File: config.mk
export PLATFORM = sky130hd
export DESIGN_NAME = dma_bank_addr_gen
export DESIGN_NICKNAME = d
export VERILOG_FILES = /design/src/rtl/dmac_pkg.sv /design/src/rtl/dmac_cfg_regs.sv /design/src/rtl/dmac_span_check.sv /design/src/rtl/dmac_sequencer.sv /design/src/rtl/dma_bank_addr_gen.sv
export SDC_FILE = /design/constraint.sdc
export NUM_CORES = 1
export LEC_CHECK = 0
export ABC_AREA = 1
export BUFFER_PORTS_ARGS = -buffer_cell sky130_fd_sc_hd__buf_4
export CORE_UTILIZATION = 30
export CTS_CLUSTER_SIZE = 20
export DETAILED_ROUTE_END_ITERATION = 12
export GPL_TIMING_DRIVEN = 0
export PLACE_DENSITY_LB_ADDON = 0.08
export SKIP_CTS_REPAIR_TIMING = 1
export SLEW_MARGIN = 20
export SYNTH_ARGS = -nofsm -noshare
export SYNTH_HDL_FRONTEND = slang
export SYNTH_SLANG_ARGS = --single-unit
File: constraint.sdc
create_clock -name clk -period 3.2 [get_ports clk]
set_clock_uncertainty 0.1 [all_clocks]
set_input_delay 0.64 -clock clk [delete_from_list [all_inputs] [get_ports clk]]
set_output_delay 0.64 -clock clk [all_outputs]
set_load 0.01 [all_outputs]
File: src/rtl/dmac_pkg.sv
// Shared types for the bank-limited DMA address generator.
// Assumes a two-bit configuration selector and a two-state channel.
package dmac_pkg;

    typedef enum logic [1:0] {
        SEL_BANK   = 2'd0,
        SEL_OFFSET = 2'd1,
        SEL_LENGTH = 2'd2,
        SEL_NONE   = 2'd3
    } cfg_sel_e;

    typedef enum logic {
        CH_IDLE = 1'b0,
        CH_RUN  = 1'b1
    } ch_state_e;

endpackage

File: src/rtl/dmac_cfg_regs.sv
// Configuration registers: bank, start offset and length.
// Writes land on the clock edge and are dropped while 'lock' is high.
// Assumes BANK_W and OFS_W are no wider than the write data (LEN_W).
module dmac_cfg_regs #(
    parameter int BANK_W = 8,
    parameter int OFS_W  = 16,
    parameter int LEN_W  = OFS_W + 1
) (
    input  logic              clk,
    input  logic              rst_n,
    input  logic              we,
    input  logic [1:0]        sel,
    input  logic [LEN_W-1:0]  wdata,
    input  logic              lock,
    output logic [BANK_W-1:0] bank,
    output logic [OFS_W-1:0]  ofs,
    output logic [LEN_W-1:0]  len
);
    import dmac_pkg::*;

    logic wr_ok;

    // Write qualifier: a write counts only while the channel is idle.
    always_comb begin
        wr_ok = we && !lock;
    end

    // Register update: the selector picks the target register.
    always_ff @(posedge clk) begin
        if (!rst_n) begin
            bank <= '0;
            ofs  <= '0;
            len  <= '0;
        end else if (wr_ok) begin
            case (cfg_sel_e'(sel))
                SEL_BANK:   bank <= wdata[BANK_W-1:0];
                SEL_OFFSET: ofs  <= wdata[OFS_W-1:0];
                SEL_LENGTH: len  <= wdata;
                default:    ;
            endcase
        end
    end
endmodule

File: src/rtl/dmac_span_check.sv
// Combinational check of a requested span against the bank size.
// Flags a zero length and a span whose end passes 2**OFS_W.
// Assumes LEN_W is OFS_W+1, so a full bank length fits.
module dmac_span_check #(
    parameter int OFS_W = 16,
    parameter int LEN_W = OFS_W + 1
) (
    input  logic [OFS_W-1:0] ofs,
    input  logic [LEN_W-1:0] len,
    output logic             len_zero,
    output logic             overflow
);
    localparam int SUM_W = LEN_W + 1;
    localparam logic [SUM_W-1:0] BANK_SIZE = SUM_W'(1) << OFS_W;

    logic [SUM_W-1:0] span_end;

    // End of span: offset plus length, wide enough to never wrap.
    always_comb begin
        span_end = SUM_W'(ofs) + SUM_W'(len);
    end

    // Verdict: empty span, or span reaching past the bank edge.
    always_comb begin
        len_zero = (len == '0);
        overflow = (span_end > BANK_SIZE);
    end
endmodule

File: src/rtl/dmac_sequencer.sv
// Channel control: takes a start while idle, steps the offset and
// count on each grant, and pulses done after the last word.
// Assumes the span checker outputs belong to the registered config.
module dmac_sequencer #(
    parameter int OFS_W = 16,
    parameter int LEN_W = OFS_W + 1
) (
    input  logic             clk,
    input  logic             rst_n,
    input  logic             start,
    input  logic [OFS_W-1:0] ofs,
    input  logic [LEN_W-1:0] len,
    input  logic             len_zero,
    input  logic             overflow,
    input  logic             gnt,
    output logic             req,
    output logic [OFS_W-1:0] cur_ofs,
    output logic             busy,
    output logic             done,
    output logic             err
);
    import dmac_pkg::*;

    localparam logic [LEN_W-1:0] ONE = LEN_W'(1);

    ch_state_e        state_q;
    logic [LEN_W-1:0] remain_q;
    logic             step;
    logic             last_word;

    // Step decode: a granted word, and whether it is the final one.
    always_comb begin
        step      = (state_q == CH_RUN) && gnt;
        last_word = step && (remain_q == ONE);
    end

    // Channel state, counters and status flags.
    always_ff @(posedge clk) begin
        if (!rst_n) begin
            state_q  <= CH_IDLE;
            remain_q <= '0;
            cur_ofs  <= '0;
            done     <= 1'b0;
            err      <= 1'b0;
        end else begin
            done <= 1'b0;
            case (state_q)
                CH_IDLE: begin
                    if (start) begin
                        if (overflow) begin
                            err <= 1'b1;
                        end else begin
                            err <= 1'b0;
                            if (len_zero) begin
                                done <= 1'b1;
                            end else begin
                                state_q  <= CH_RUN;
                                cur_ofs  <= ofs;
                                remain_q <= len;
                            end
                        end
                    end
                end
                CH_RUN: begin
                    if (step) begin
                        cur_ofs  <= cur_ofs + 1'b1;
                        remain_q <= remain_q - ONE;
                    end
                    if (last_word) begin
                        state_q <= CH_IDLE;
                        done    <= 1'b1;
                    end
                end
                default: state_q <= CH_IDLE;
            endcase
        end
    end

    // Outputs derived from state.
    always_comb begin
        busy = (state_q == CH_RUN);
        req  = busy;
    end
endmodule

File: src/rtl/dma_bank_addr_gen.sv
// Top of the bank-limited DMA address generator.
// Joins the config registers, span check and sequencer; the address is
// the frozen bank over the live offset. Assumes one channel, no data path.
module dma_bank_addr_gen #(
    parameter int BANK_W = 8,
    parameter int OFS_W  = 16,
    parameter int LEN_W  = OFS_W + 1,
    parameter int ADDR_W = BANK_W + OFS_W
) (
    input  logic              clk,
    input  logic              rst_n,
    input  logic              cfg_we,
    input  logic [1:0]        cfg_sel,
    input  logic [LEN_W-1:0]  cfg_wdata,
    input  logic              start,
    input  logic              bus_gnt,
    output logic              bus_req,
    output logic [ADDR_W-1:0] bus_addr,
    output logic              busy,
    output logic              done,
    output logic              bound_err
);
    logic [BANK_W-1:0] bank_r;
    logic [OFS_W-1:0]  ofs_r;
    logic [LEN_W-1:0]  len_r;
    logic [OFS_W-1:0]  cur_ofs;
    logic              len_zero;
    logic              overflow;
    logic              busy_i;

    dmac_cfg_regs #(
        .BANK_W(BANK_W), .OFS_W(OFS_W), .LEN_W(LEN_W)
    ) u_regs (
        .clk(clk), .rst_n(rst_n), .we(cfg_we), .sel(cfg_sel),
        .wdata(cfg_wdata), .lock(busy_i),
        .bank(bank_r), .ofs(ofs_r), .len(len_r)
    );

    dmac_span_check #(
        .OFS_W(OFS_W), .LEN_W(LEN_W)
    ) u_span (
        .ofs(ofs_r), .len(len_r), .len_zero(len_zero), .overflow(overflow)
    );

    dmac_sequencer #(
        .OFS_W(OFS_W), .LEN_W(LEN_W)
    ) u_seq (
        .clk(clk), .rst_n(rst_n), .start(start), .ofs(ofs_r), .len(len_r),
        .len_zero(len_zero), .overflow(overflow), .gnt(bus_gnt),
        .req(bus_req), .cur_ofs(cur_ofs), .busy(busy_i), .done(done),
        .err(bound_err)
    );

    // Address and busy outputs.
    always_comb begin
        bus_addr = {bank_r, cur_ofs};
        busy     = busy_i;
    end
endmodule

; Yosys cells after proc, flatten, opt, wreduce, memory -nomap -nowiden
; Index checks and enable logic that the tools add are counted.
[word_totals]
n_memories = 0
out_inout_bits = 28
word_cells = 52
latch_bits = 0
rom_bits = 0
ramBits = 0
inputBits = 24
regBits = 77
[op_classes]
order_cmp = 1
n_mux = 21
bitwise = 1
n_div = 0
mul = 0
n_reduce_logical = 11
n_addsub = 3
n_eq_ne = 7
shifts = 0
[ops]
columns = cell, n
row1 = $mux W17, 4
row2 = $mux W16, 4
row3 = $pmux W17 S2, 1
row4 = $pmux W16 S2, 1
row5 = $add A16 B17 Y18, 1
row6 = $gt A18 B17 Y1 const B, 1
row7 = $eq A17 B1 Y1 const B, 1
row8 = $logic_not A17 Y1, 1
row9 = $sub A17 B1 Y17 const B, 1
row10 = $add A16 B1 Y16 const B, 1
row11 = $mux W1, 9
row12 = $ne A2 B2 Y1 const B, 4
row13 = $reduce_and A2 Y1, 4
row14 = $pmux W1 S2, 2
row15 = $reduce_and A4 Y1, 1
row16 = $logic_and A1 B1 Y1, 3
row17 = $eq A2 B1 Y1 const B, 1
row18 = $eq A2 B2 Y1 const B, 1
row19 = $logic_not A2 Y1, 1
row20 = $logic_not A1 Y1, 1
row21 = $not A1 Y1, 1

; Depth between registers and ports, before layout
; Gate-level depths: netlist (run 1).
[depth]
ltp_word = 5
mapped_depth = 21
depth_no_buf = 20

; Hierarchy
; From an unflattened synthesis (run 1), not the netlist that was laid out.
[unflattened]
hier_cells = 883
hier_area_um2 = 5353.9
[modules_own_cells]
columns = module, area_per_inst_um2, n_inst, seq_area_each_um2, cells_each
row1 = dmac_sequencer, 2404.8, 1, 720.7, 398
row2 = dmac_cfg_regs, 1751.7, 1, 820.8, 250
row3 = dmac_span_check, 1197.4, 1, 0.0, 235

; Worst setup path before layout (run 1)
; Ideal clock, no wire load.
[synth_path]
path_kind = register -> register
start = register u_regs.len[0]
end = register u_seq.remain_q[4]
stages_incl_launch_ff = 20
path_buffers = 1
t_required_ps = 2987
setup_slack_ps = 719
setup_ps = 113
t_arrival_ps = 2268
synth_period_minus_slack_ps = 2481
cell_sequence = dfxtp_1 -> ha_1 -> inv_1 -> fa_1 -> inv_1 -> nand3_1 -> nand3_1 -> nand2_1 -> nand3_1 -> nand2_1 -> nand3b_1 -> nor2_1 -> nand3_1 -> nand2_2 -> nand3_4 -> nand2_4 -> buf_2 -> nand2_1 -> nand2_1 -> nor2_1
[synth_between]
elab_chain_len = 4
elab_cells_between_ends = 6
classes_between = 1 x add/sub / 1 x order compare / 2 x eq/ne / 2 x reduce/logical
[synth_lines]
columns = element, line_no
row1 = from (decl), dmac_cfg_regs.sv:17  ; output logic [LEN_W-1:0] len
row2 = from (signal assigned), dmac_cfg_regs.sv:38  ; SEL_LENGTH: len <= wdata;
row3 = $add A16 B17 Y18, dmac_span_check.sv:20  ; span_end = SUM_W'(ofs) + SUM_W'(len);
row4 = $gt A18 B17 Y1, dmac_span_check.sv:26  ; overflow = (span_end > BANK_SIZE);
row5 = $ne A2 B2 Y1 (no source line), -
row6 = $reduce_and A4 Y1 (no source line) (*), -
row7 = to (signal assigned), dmac_sequencer.sv:59  ; remain_q <= len;
row8 = to (signal assigned), dmac_sequencer.sv:67  ; remain_q <= remain_q - ONE;
row9 = to (decl), dmac_sequencer.sv:27  ; logic [LEN_W-1:0] remain_q;
; Every way passes the cells marked *; elsewhere a longest branch is shown, timed or not.
; A chain may end at the register's enable or synchronous reset.

; Worst setup path in the final report (run 1)
[layout_path]
start = register u_regs.len[2]
end = register u_seq.remain_q[4]
; The elaborated chain is that of the path after synthesis.

==> results of run 1 <==
sequential cells by signal, indices dropped and copies added (netlist names):
name / flops
u_seq.cur_ofs: 16
u_regs.bank: 8
u_seq.remain_q: 17
u_seq.done: 1
u_seq.busy: 1
u_regs.len: 17
u_regs.ofs: 16
u_seq.err: 1
synthesized netlist by cell type (4+ instances only):
cell,instances,share of area (%)
xnor2_1,10,1.8
clkbuf_1,18,1.4
nand3_1,40,4.1
nand4_1,4,0.52
dfxtp_1,77,32
inv_1,98,7.6
mux2i_1,8,1.7
nor3_1,7,0.72
nor4_1,7,0.90
buf_2,4,0.41
a21oi_1,39,4.0
nor2_1,155,12
nand3b_1,6,0.93
xor2_1,11,2.0
o21ai_0,66,6.8
ha_1,19,4.9
nand2_1,200,15
cells by family (layout without fill, tap and decap cells):
group,after synthesis,count (layout),share of synthesized area (%)
AO/OA/AOI/OAI,107,107,11.1
XOR/XNOR,21,21,3.80
adder cells (fa/ha/maj),20,20,5.32
buffers and inverters,124,189,10.1
flip-flops,77,77,31.8
multiplexers,8,8,1.65
AND/OR/NAND/NOR,428,428,36.2
report_power, final:
group	switching (mW)	internal, mW
sequential	0.135	1.07
combinational	0.568	0.373
clock	0.415	0.643
layer usage:
| layer | GRT usage [%] | up-vias | wire length (µm) | part of all wire (%) |
|---|---|---|---|---|
| met3 | 3.47 | 11 | 614 | 4.0 |
| met5 | 0 | - | 0 | 0 |
| li1 | - | 2588 | - | - |
| met1 | 25.8 | 2279 | 7660 | 49 |
| met4 | 5.74 | 0 | 163 | 1.1 |
| met2 | 33.2 | 108 | 7070 | 46 |
through the flow:
step                util [%]  total power [mW]  hold WS (ns)  instance area [µm²]  worst slack [ns]
finish                  36.7              3.21         0.410                 5800             0.269
global route            36.7              3.41         0.435                 5800            0.0110
CTS                     36.6              3.23         0.410                 5790             0.104
detailed placement      34.7              2.17         0.400                 5490             0.123
global placement        34.7              2.15         0.398                 5490             0.134
floorplan                  -              1.85         0.343                 4850             0.719
area by class of cell:
cell class,instances,area share (%)
Multi-Input combinational cell,584,48.6
Sequential cell,77,26.6
Timing Repair Buffer,50,6.47
Inverter,98,6.34
Tap cell,216,4.66
Clock buffer,12,4.42
Buffer,26,2.13
Clock inverter,3,0.776
critical path: cells and delay by family, from the launching register on:
family	cells	cell delay [ns]
AND/OR/NAND/NOR	15	1.70
flip-flops	1	0.45
adder cells (fa/ha/maj)	1	0.33
buffers and inverters	1	0.25
path summary, 6_finish.rpt:
path	start	slack, ns	to
worst max register to register	u_regs.len[2]	0.27	u_seq.remain_q[4]
worst max-delay path	u_regs.len[2]	0.27	u_seq.remain_q[4]
worst min register to register	u_regs.len[7]	0.41	u_regs.len[7]
worst min-delay path	u_regs.len[7]	0.41	u_regs.len[7]
==> results.sh, run 1 <==
export IMPL_status="complete, no violations"
export IMPL_synth_net_count=829
export IMPL_die_w_um=129
export IMPL_whs_path_depth=2
export IMPL_ir_drop_mv=0.285
export IMPL_async_flop_share_pct=0
export IMPL_slew_viol_final=0
export IMPL_via_per_inst=4.68
export IMPL_synth_cells=785
export IMPL_grt_total_usage_pct=19.7
export IMPL_min_path_type="reg2reg"
export IMPL_first_iter_violations=371
export IMPL_gp_congestion=0.823
export IMPL_crit_required_ns=3.34
export IMPL_multi_input_area_um2=2820
export IMPL_finalHoldViolCount=0
export IMPL_ys_warn_count=0
export IMPL_fmax_mhz=341
export IMPL_syn_cell_area_um2=4850
export IMPL_cts_buffers=9
export IMPL_ctsLongestPathBuffers=2
export IMPL_syn_avg_cell_area_um2=6.17
export IMPL_layout_common_cells="nand2_1 (200), nor2_1 (155), inv_1 (98), dfxtp_1 (75), o21ai_0 (66)"
export IMPL_final_cells=1066
export IMPL_synth_edf_count=0
export IMPL_yosys_register_bits=77
export IMPL_grt_pass1_wl_um=24700
export IMPL_worstSetupStartpointType="register"
export IMPL_port_buffers=50
export IMPL_crit_arrival_ns=3.08
export IMPL_tightestPinTransition_ns=0.769
export IMPL_first_global_vias=4786
export IMPL_dp_hpwl_um=12200
export IMPL_grt_overflow=0
export IMPL_grt_start_max_net_pins=13
export IMPL_slowest_stage="dfxtp_1"
export IMPL_layout_drive_gt1_share_pct=9.29
export IMPL_placedCellCount=1051
export IMPL_initial_core_util_pct=30.6
export IMPL_layout_commonest_cell="nand2_1"
export IMPL_p_leak_nw=2.89
export IMPL_nFillCells=1810
export IMPL_cpMostUsedCell="nand2_1"
export IMPL_fin_crit_sh_pct=91.6
export IMPL_io_pins=52
export IMPL_die_h_um=129
export IMPL_yosysSeqAreaShare_pct=31.8
export IMPL_worstRegToRegCells=17
export IMPL_diodes=0
export IMPL_ant_nets=0
export IMPL_cp_slowest_stage_delay_ns=0.45
export IMPL_root_buffer="clkbuf_16"
export IMPL_setup_viol=0
export IMPL_h_tree_depth=3
export IMPL_core_area_um2=15800
export IMPL_clkTransAtPathRegs_ns=0.06
export IMPL_slew_headroom_pct=48.3
export IMPL_syn2layout_area_growth_pct=19.8
export IMPL_rsz0062_at_grt="false"
export IMPL_synth_distinct_cells=31
export IMPL_drc=0
export IMPL_first_pass_iters=5
export IMPL_vias=4986
export IMPL_end_kind="register"
export IMPL_post_route_min_period_ns=2.93
export IMPL_clock_sinks=77
export IMPL_crit_fanout=10
export IMPL_crit_chain="ha_1, or2_1, nand3_1, nand2_1, nand2_1, nand2_1, nor2_1, nand2_1, nor2_1, nand3_1, nand2_2, nand3_4, nand2_4, buf_2, nand2_1, nand2_1, nor2_1"
export IMPL_clk_latency_ns=0.35
export IMPL_cts_tree="built"
export IMPL_wl_um=15500
export IMPL_fp_row_count=46
export IMPL_nets=890
export IMPL_antenna_found_initial=0
export IMPL_cap_violations=0
export IMPL_wl_per_cell_um=14.6
export IMPL_critical_path_class="reg2reg"
export IMPL_fin_tns_setup_ns=0
export IMPL_register_area_um2=1540
export IMPL_synth_ff_type="dfxtp_1"
export IMPL_die_area_um2=16700
export IMPL_power_density_nw_per_um2=553
(Power assumes the default switching activity.)
==> run 2: changes to the inputs <==
--- a/config.mk
+++ b/config.mk
@@ -7,6 +7,7 @@
 export LEC_CHECK = 0
 export ABC_AREA = 1
 export BUFFER_PORTS_ARGS = -buffer_cell sky130_fd_sc_hd__buf_4
+export CORE_MARGIN = 2
 export CORE_UTILIZATION = 30
 export CTS_CLUSTER_SIZE = 20
 export DETAILED_ROUTE_END_ITERATION = 12
==> run 2 against run 1 <==
Effect of this change:
- register-to-register slack improved by 0.04 ns
- setup slack improved by 0.041 ns
- sequential share of layout area fell by 0.26 points
- fmax rose by 1.4%
- first-iteration DRC count fell by 6.2%
- combinational power rose by 1%
- critical endpoint unchanged
- largest cell class unchanged
- largest power group unchanged
==> results.sh, run 2 (synthesis gave the netlist of run 1 again) <==
export IMPL_nFillCells=1741
export IMPL_switching_share_pct=33.7
export IMPL_cts_buffers=9
export IMPL_die_w_um=131
export IMPL_port_buffers=50
export IMPL_grt_overflow=0
export IMPL_min_path_type="reg2reg"
export IMPL_status="complete, no violations"
export IMPL_power_density_nw_per_um2=566
export IMPL_vias=5084
export IMPL_cts_tree="built"
export IMPL_fin_crit_sh_pct=90.3
export IMPL_fmax_mhz=346
export IMPL_cp_slowest_stage_delay_ns=0.37
export IMPL_nets=893
export IMPL_comb_power_share_pct=28.8
export IMPL_die_area_um2=17200
export IMPL_layout_common_cells="nand2_1 (200), nor2_1 (155), inv_1 (98), dfxtp_1 (75), o21ai_0 (66)"
export IMPL_fin_tns_setup_ns=0
export IMPL_dp_hpwl_um=12100
export IMPL_ant_nets=0
export IMPL_switching_power_mw=1.12
export IMPL_grt_pass1_wl_um=24800
export IMPL_cpMostUsedCell="nand2_1"
export IMPL_h_tree_depth=3
export IMPL_drc=0
export IMPL_gp_congestion=0.821
export IMPL_worstSetupStartpointType="register"
export IMPL_p_clk_share_pct=34.9
export IMPL_die_h_um=131
export IMPL_antenna_found_initial=0
export IMPL_critical_path_class="reg2reg"
export IMPL_rsz0062_at_grt="false"
export IMPL_slew_viol_final=0
export IMPL_wl_per_cell_um=14.6
export IMPL_fp_row_count=46
export IMPL_root_buffer="clkbuf_16"
export IMPL_first_pass_iters=5
export IMPL_whs_ns=0.405
export IMPL_cap_violations=0
export IMPL_setup_viol=0
export IMPL_crit_required_ns=3.34
export IMPL_crit_buf_inv=3
export IMPL_crit_fanout=10
export IMPL_io_pins=52
export IMPL_clkTransAtPathRegs_ns=0.06
export IMPL_clock_sinks=77
export IMPL_grt_total_usage_pct=19.0
export IMPL_ctsLongestPathBuffers=2
export IMPL_p_int_mw=2.20
export IMPL_cpLargestDelayFamily="simple AND/OR/NAND/NOR gates"
export IMPL_total_power_mw=3.32
export IMPL_p_leak_nw=2.92
export IMPL_post_route_min_period_ns=2.89
export IMPL_end_kind="register"
export IMPL_diodes=0
export IMPL_first_global_vias=4812
export IMPL_slowest_stage="dfxtp_2"
export IMPL_layout_commonest_cell="nand2_1"
export IMPL_core_area_um2=15800
export IMPL_crit_arrival_ns=3.03
export IMPL_ir_drop_mv=0.340
export IMPL_grt_start_max_net_pins=13
export IMPL_clk_latency_ns=0.34
export IMPL_slew_headroom_pct=51.0
export IMPL_tightestPinTransition_ns=0.730
export IMPL_crit_chain="ha_1, inv_1, fa_1, inv_1, nand3_1, nand3_2, nand2_1, nand3_1, nand2_1, nand3b_1, nor2_1, nand3_1, nand2_2, nand3_4, nand2_4, buf_2, nand2_1, nand2_1, nor2_1"
export IMPL_via_per_inst=4.76
export IMPL_finalHoldViolCount=0
export IMPL_layout_drive_gt1_share_pct=9.73
export IMPL_initial_core_util_pct=30.6
export IMPL_largestRegisters="u_regs.len x17, u_seq.remain_q x17"
export IMPL_seq_power_share_pct=36.4
export IMPL_first_iter_violations=348
export IMPL_syn2layout_area_growth_pct=20.9
export IMPL_wl_um=15600
run 2: per-layer routing:
metal  GRT usage [%]  share of wire (%)  wire length, µm  vias to the layer above
met1            25.2                 48             7440                     2329
met5               0                  0                0                        -
met3            4.26                5.3              822                       25
li1                -                  -                -                     2599
met4            5.69                2.3              355                        0
met2            31.0                 45             6940                      131
run 2: area by class of cell:
| class | instances | area (µm²) | area share (%) |
|---|---|---|---|
| Multi-Input combinational cell | 584 | 2820 | 48.1 |
| Sequential cell | 77 | 1540 | 26.3 |
| Timing Repair Buffer | 53 | 398 | 6.79 |
| Inverter | 98 | 368 | 6.28 |
| Tap cell | 216 | 270 | 4.61 |
| Clock buffer | 12 | 267 | 4.55 |
| Buffer | 26 | 126 | 2.16 |
| Clock inverter | 3 | 67.6 | 1.15 |
run 2: tightest hold or removal path, delay by kind of cell, from the launching register on:
family	cells	cell delay, ns
DFF	1	0.32
and+or+nand+nor	2	0.15
run 2: path summary, 6_finish.rpt:
path                                     endpoint  slack [ns]         startpoint  cells after the start
worst max-delay path            u_seq.remain_q[4]        0.31      u_regs.len[0]                     19
worst max register to register  u_seq.remain_q[4]        0.31      u_regs.len[0]                     19
worst min-delay path            u_seq.remain_q[1]        0.40  u_seq.remain_q[1]                      2
worst min register to register  u_seq.remain_q[1]        0.40  u_seq.remain_q[1]                      2
run 2: power by group through the flow:
stage / Combinational, mW / Sequential [mW] / Clock (mW)
after floorplan: 0.639 / 1.21 / 0
after global placement: 0.930 / 1.22 / 0
after detailed placement: 0.935 / 1.23 / 0
after CTS: 0.942 / 1.21 / 1.18
after global routing: 1.10 / 1.22 / 1.22
final: 0.954 / 1.21 / 1.16
run 2: metrics by stage:
step	worst slack, ns	cells	util, %	cell area, µm²
3_5_place_dp	0.143	1051	34.7	5490
2_1_floorplan	0.719	785	-	4850
6_report	0.310	1069	37.0	5860
4_1_cts	0.120	1066	36.8	5830
3_3_place_gp	0.136	1051	34.7	5490
5_1_grt	0.00610	1069	37.0	5860
==> run 3: changes to the inputs <==
--- a/config.mk
+++ b/config.mk
@@ -8,11 +8,12 @@
 export ABC_AREA = 1
 export BUFFER_PORTS_ARGS = -buffer_cell sky130_fd_sc_hd__buf_4
 export CORE_MARGIN = 2
-export CORE_UTILIZATION = 30
+export CORE_UTILIZATION = 50
 export CTS_CLUSTER_SIZE = 20
 export DETAILED_ROUTE_END_ITERATION = 12
 export GPL_TIMING_DRIVEN = 0
-export PLACE_DENSITY_LB_ADDON = 0.08
+export PLACE_DENSITY = 0.77
+export SETUP_SLACK_MARGIN = 0.02
 export SKIP_CTS_REPAIR_TIMING = 1
 export SLEW_MARGIN = 20
 export SYNTH_ARGS = -nofsm -noshare
==> run 3 against run 2 <==
Effect of this change:
- critical path depth unchanged
- critical path type unchanged
- non-clock buffer count down 3
- clock power fell by 31%
- global-route usage increased by 8.1 points
- fmax grew 0.98%
- sequential cell count is the same
- setup slack improved by 0.028 ns
- combinational power is 2.6% lower
- wire length decreased by 13%
- largest cell class unchanged
- register-to-register slack better by 0.03 ns
==> results.sh, run 3 (synthesis gave the netlist of run 1 again) <==
export IMPL_status="complete, no violations"
export IMPL_grt_start_max_net_pins=17
export IMPL_grt_pass1_wl_um=22200
export IMPL_crit_arrival_ns=3.07
export IMPL_crit_required_ns=3.41
export IMPL_whs_ns=0.406
export IMPL_clk_latency_ns=0.37
export IMPL_min_path_type="in2reg"
export IMPL_port_buffers=50
export IMPL_slowest_stage="dfxtp_2"
export IMPL_fin_crit_sh_pct=89.4
export IMPL_nets=890
export IMPL_fp_row_count=35
export IMPL_cts_buffers=9
export IMPL_placedCellCount=964
export IMPL_gp_congestion=0.940
export IMPL_grt_overflow=0
export IMPL_ctsLongestPathBuffers=2
export IMPL_crit_fanout=10
export IMPL_largestRegisters="u_regs.len x17, u_seq.remain_q x17"
export IMPL_root_buffer="clkbuf_8"
export IMPL_cts_tree="built"
export IMPL_die_area_um2=10500
export IMPL_cp_depth=19
export IMPL_diodes=0
export IMPL_setup_viol=0
export IMPL_cp_slowest_stage_delay_ns=0.38
export IMPL_initial_core_util_pct=52.0
export IMPL_core_area_um2=9330
export IMPL_first_iter_violations=278
export IMPL_cpLargestDelayFamily="simple AND/OR/NAND/NOR gates"
export IMPL_final_cells=980
export IMPL_ant_nets=0
export IMPL_first_pass_iters=5
export IMPL_wl_um=13500
export IMPL_ir_drop_mv=0.324
export IMPL_io_pins=52
export IMPL_layout_commonest_cell="nand2_1"
export IMPL_critical_path_class="reg2reg"
export IMPL_drc=0
export IMPL_slew_viol_final=0
export IMPL_layout_common_cells="nand2_1 (200), nor2_1 (155), inv_1 (98), dfxtp_1 (75), o21ai_0 (66)"
export IMPL_clock_sinks=77
export IMPL_tightestPinTransition_ns=0.741
export IMPL_crit_buf_inv=4
export IMPL_die_w_um=102
export IMPL_grt_total_usage_pct=27.2
export IMPL_rsz0062_at_grt="false"
export IMPL_fmax_mhz=349
export IMPL_syn2layout_area_growth_pct=15.7
export IMPL_finalHoldViolCount=0
export IMPL_h_tree_depth=3
export IMPL_wl_per_cell_um=13.8
export IMPL_cap_violations=0
export IMPL_worst_slack_ns=0.338
export IMPL_fin_tns_setup_ns=0
export IMPL_die_h_um=102
export IMPL_post_route_min_period_ns=2.86
export IMPL_clkTransAtPathRegs_ns=0.10
export IMPL_crit_chain="ha_1, inv_1, fa_1, inv_1, nand3_1, nand3_2, nand2_1, nand3_1, nand2_1, nand3b_1, nor2_1, nand3_1, nand2_2, nand3_4, nand2_4, buf_6, buf_6, nor2_1, nor2_1"
export IMPL_p_leak_nw=2.86
export IMPL_whs_path_depth=3
export IMPL_post_place_ws_ns=0.253
export IMPL_first_global_vias=4802
export IMPL_power_density_nw_per_um2=524
export IMPL_fin_util_pct=60.1
export IMPL_layout_drive_gt1_share_pct=9.52
export IMPL_slew_headroom_pct=50.2
export IMPL_vias=5133
export IMPL_dp_hpwl_um=10300
export IMPL_worstRegToRegCells=19
export IMPL_antenna_found_initial=0
export IMPL_via_per_inst=5.24
export IMPL_worstSetupStartpointType="register"
export IMPL_end_kind="register"
## run 3: cell count changes in the layout (fill, tap and decap cells not counted), sizes merged
cell	previous run	this run
clkbuf	31	29
inv	98	103
clkinv	0	1
bufinv	2	1
buf	60	56
clkinvlp	1	0
## run 3: layer usage
layer | part of all wire [%] | global-route usage, % | routed length, µm
met1 | 45 | 35.3 | 6110
met2 | 45 | 44.5 | 6140
met3 | 6.9 | 4.99 | 933
met4 | 2.6 | 10.8 | 357
met5 | 0 | 0 | 0
## run 3: worst register-to-register path, cell delays in order (launching register included)
cell      delay (ns)
dfxtp_2         0.38
ha_1            0.17
inv_1           0.05
fa_1            0.35
inv_1           0.11
nand3_1         0.10
nand3_2         0.11
nand2_1         0.08
nand3_1         0.07
nand2_1         0.05
nand3b_1        0.16
nor2_1          0.12
nand3_1         0.11
nand2_2         0.12
nand3_4         0.14
nand2_4         0.11
buf_6           0.16
buf_6           0.15
nor2_1          0.05
nor2_1          0.12
## run 3: where the power goes
part	switching, mW	internal, mW
registers	0.135	1.07
logic	0.554	0.374
clock network	0.423	0.381
total	1.11	1.83
## run 3: metrics by stage
step	cell area (µm²)	total power, mW
after floorplan	4850	1.85
after global placement	5380	2.11
after detailed placement	5380	2.13
after CTS	5590	2.92
after global routing	5610	3.12
final	5610	2.94
## run 3: final timing paths
| kind | endpoint | slack (ns) | from |
|---|---|---|---|
| max | u_seq.remain_q[2] | 0.34 | u_regs.len[0] |
| min | u_regs.bank[0] | 0.41 | cfg_wdata[0] |
| max reg2reg | u_seq.remain_q[2] | 0.34 | u_regs.len[0] |
| min reg2reg | u_regs.len[7] | 0.42 | u_regs.len[7] |
## run 3: layout make-up
| type | instances | area [µm²] |
|---|---|---|
| clock inverter | 7 | 87.6 |
| multi-input combinational | 584 | 2820 |
| clock buffer | 9 | 124 |
| timing repair buffer | 50 | 375 |
| tap | 129 | 161 |
| inverter | 98 | 368 |
| buffer | 26 | 126 |
| sequential | 77 | 1540 |
| fill | 908 | 3720 |
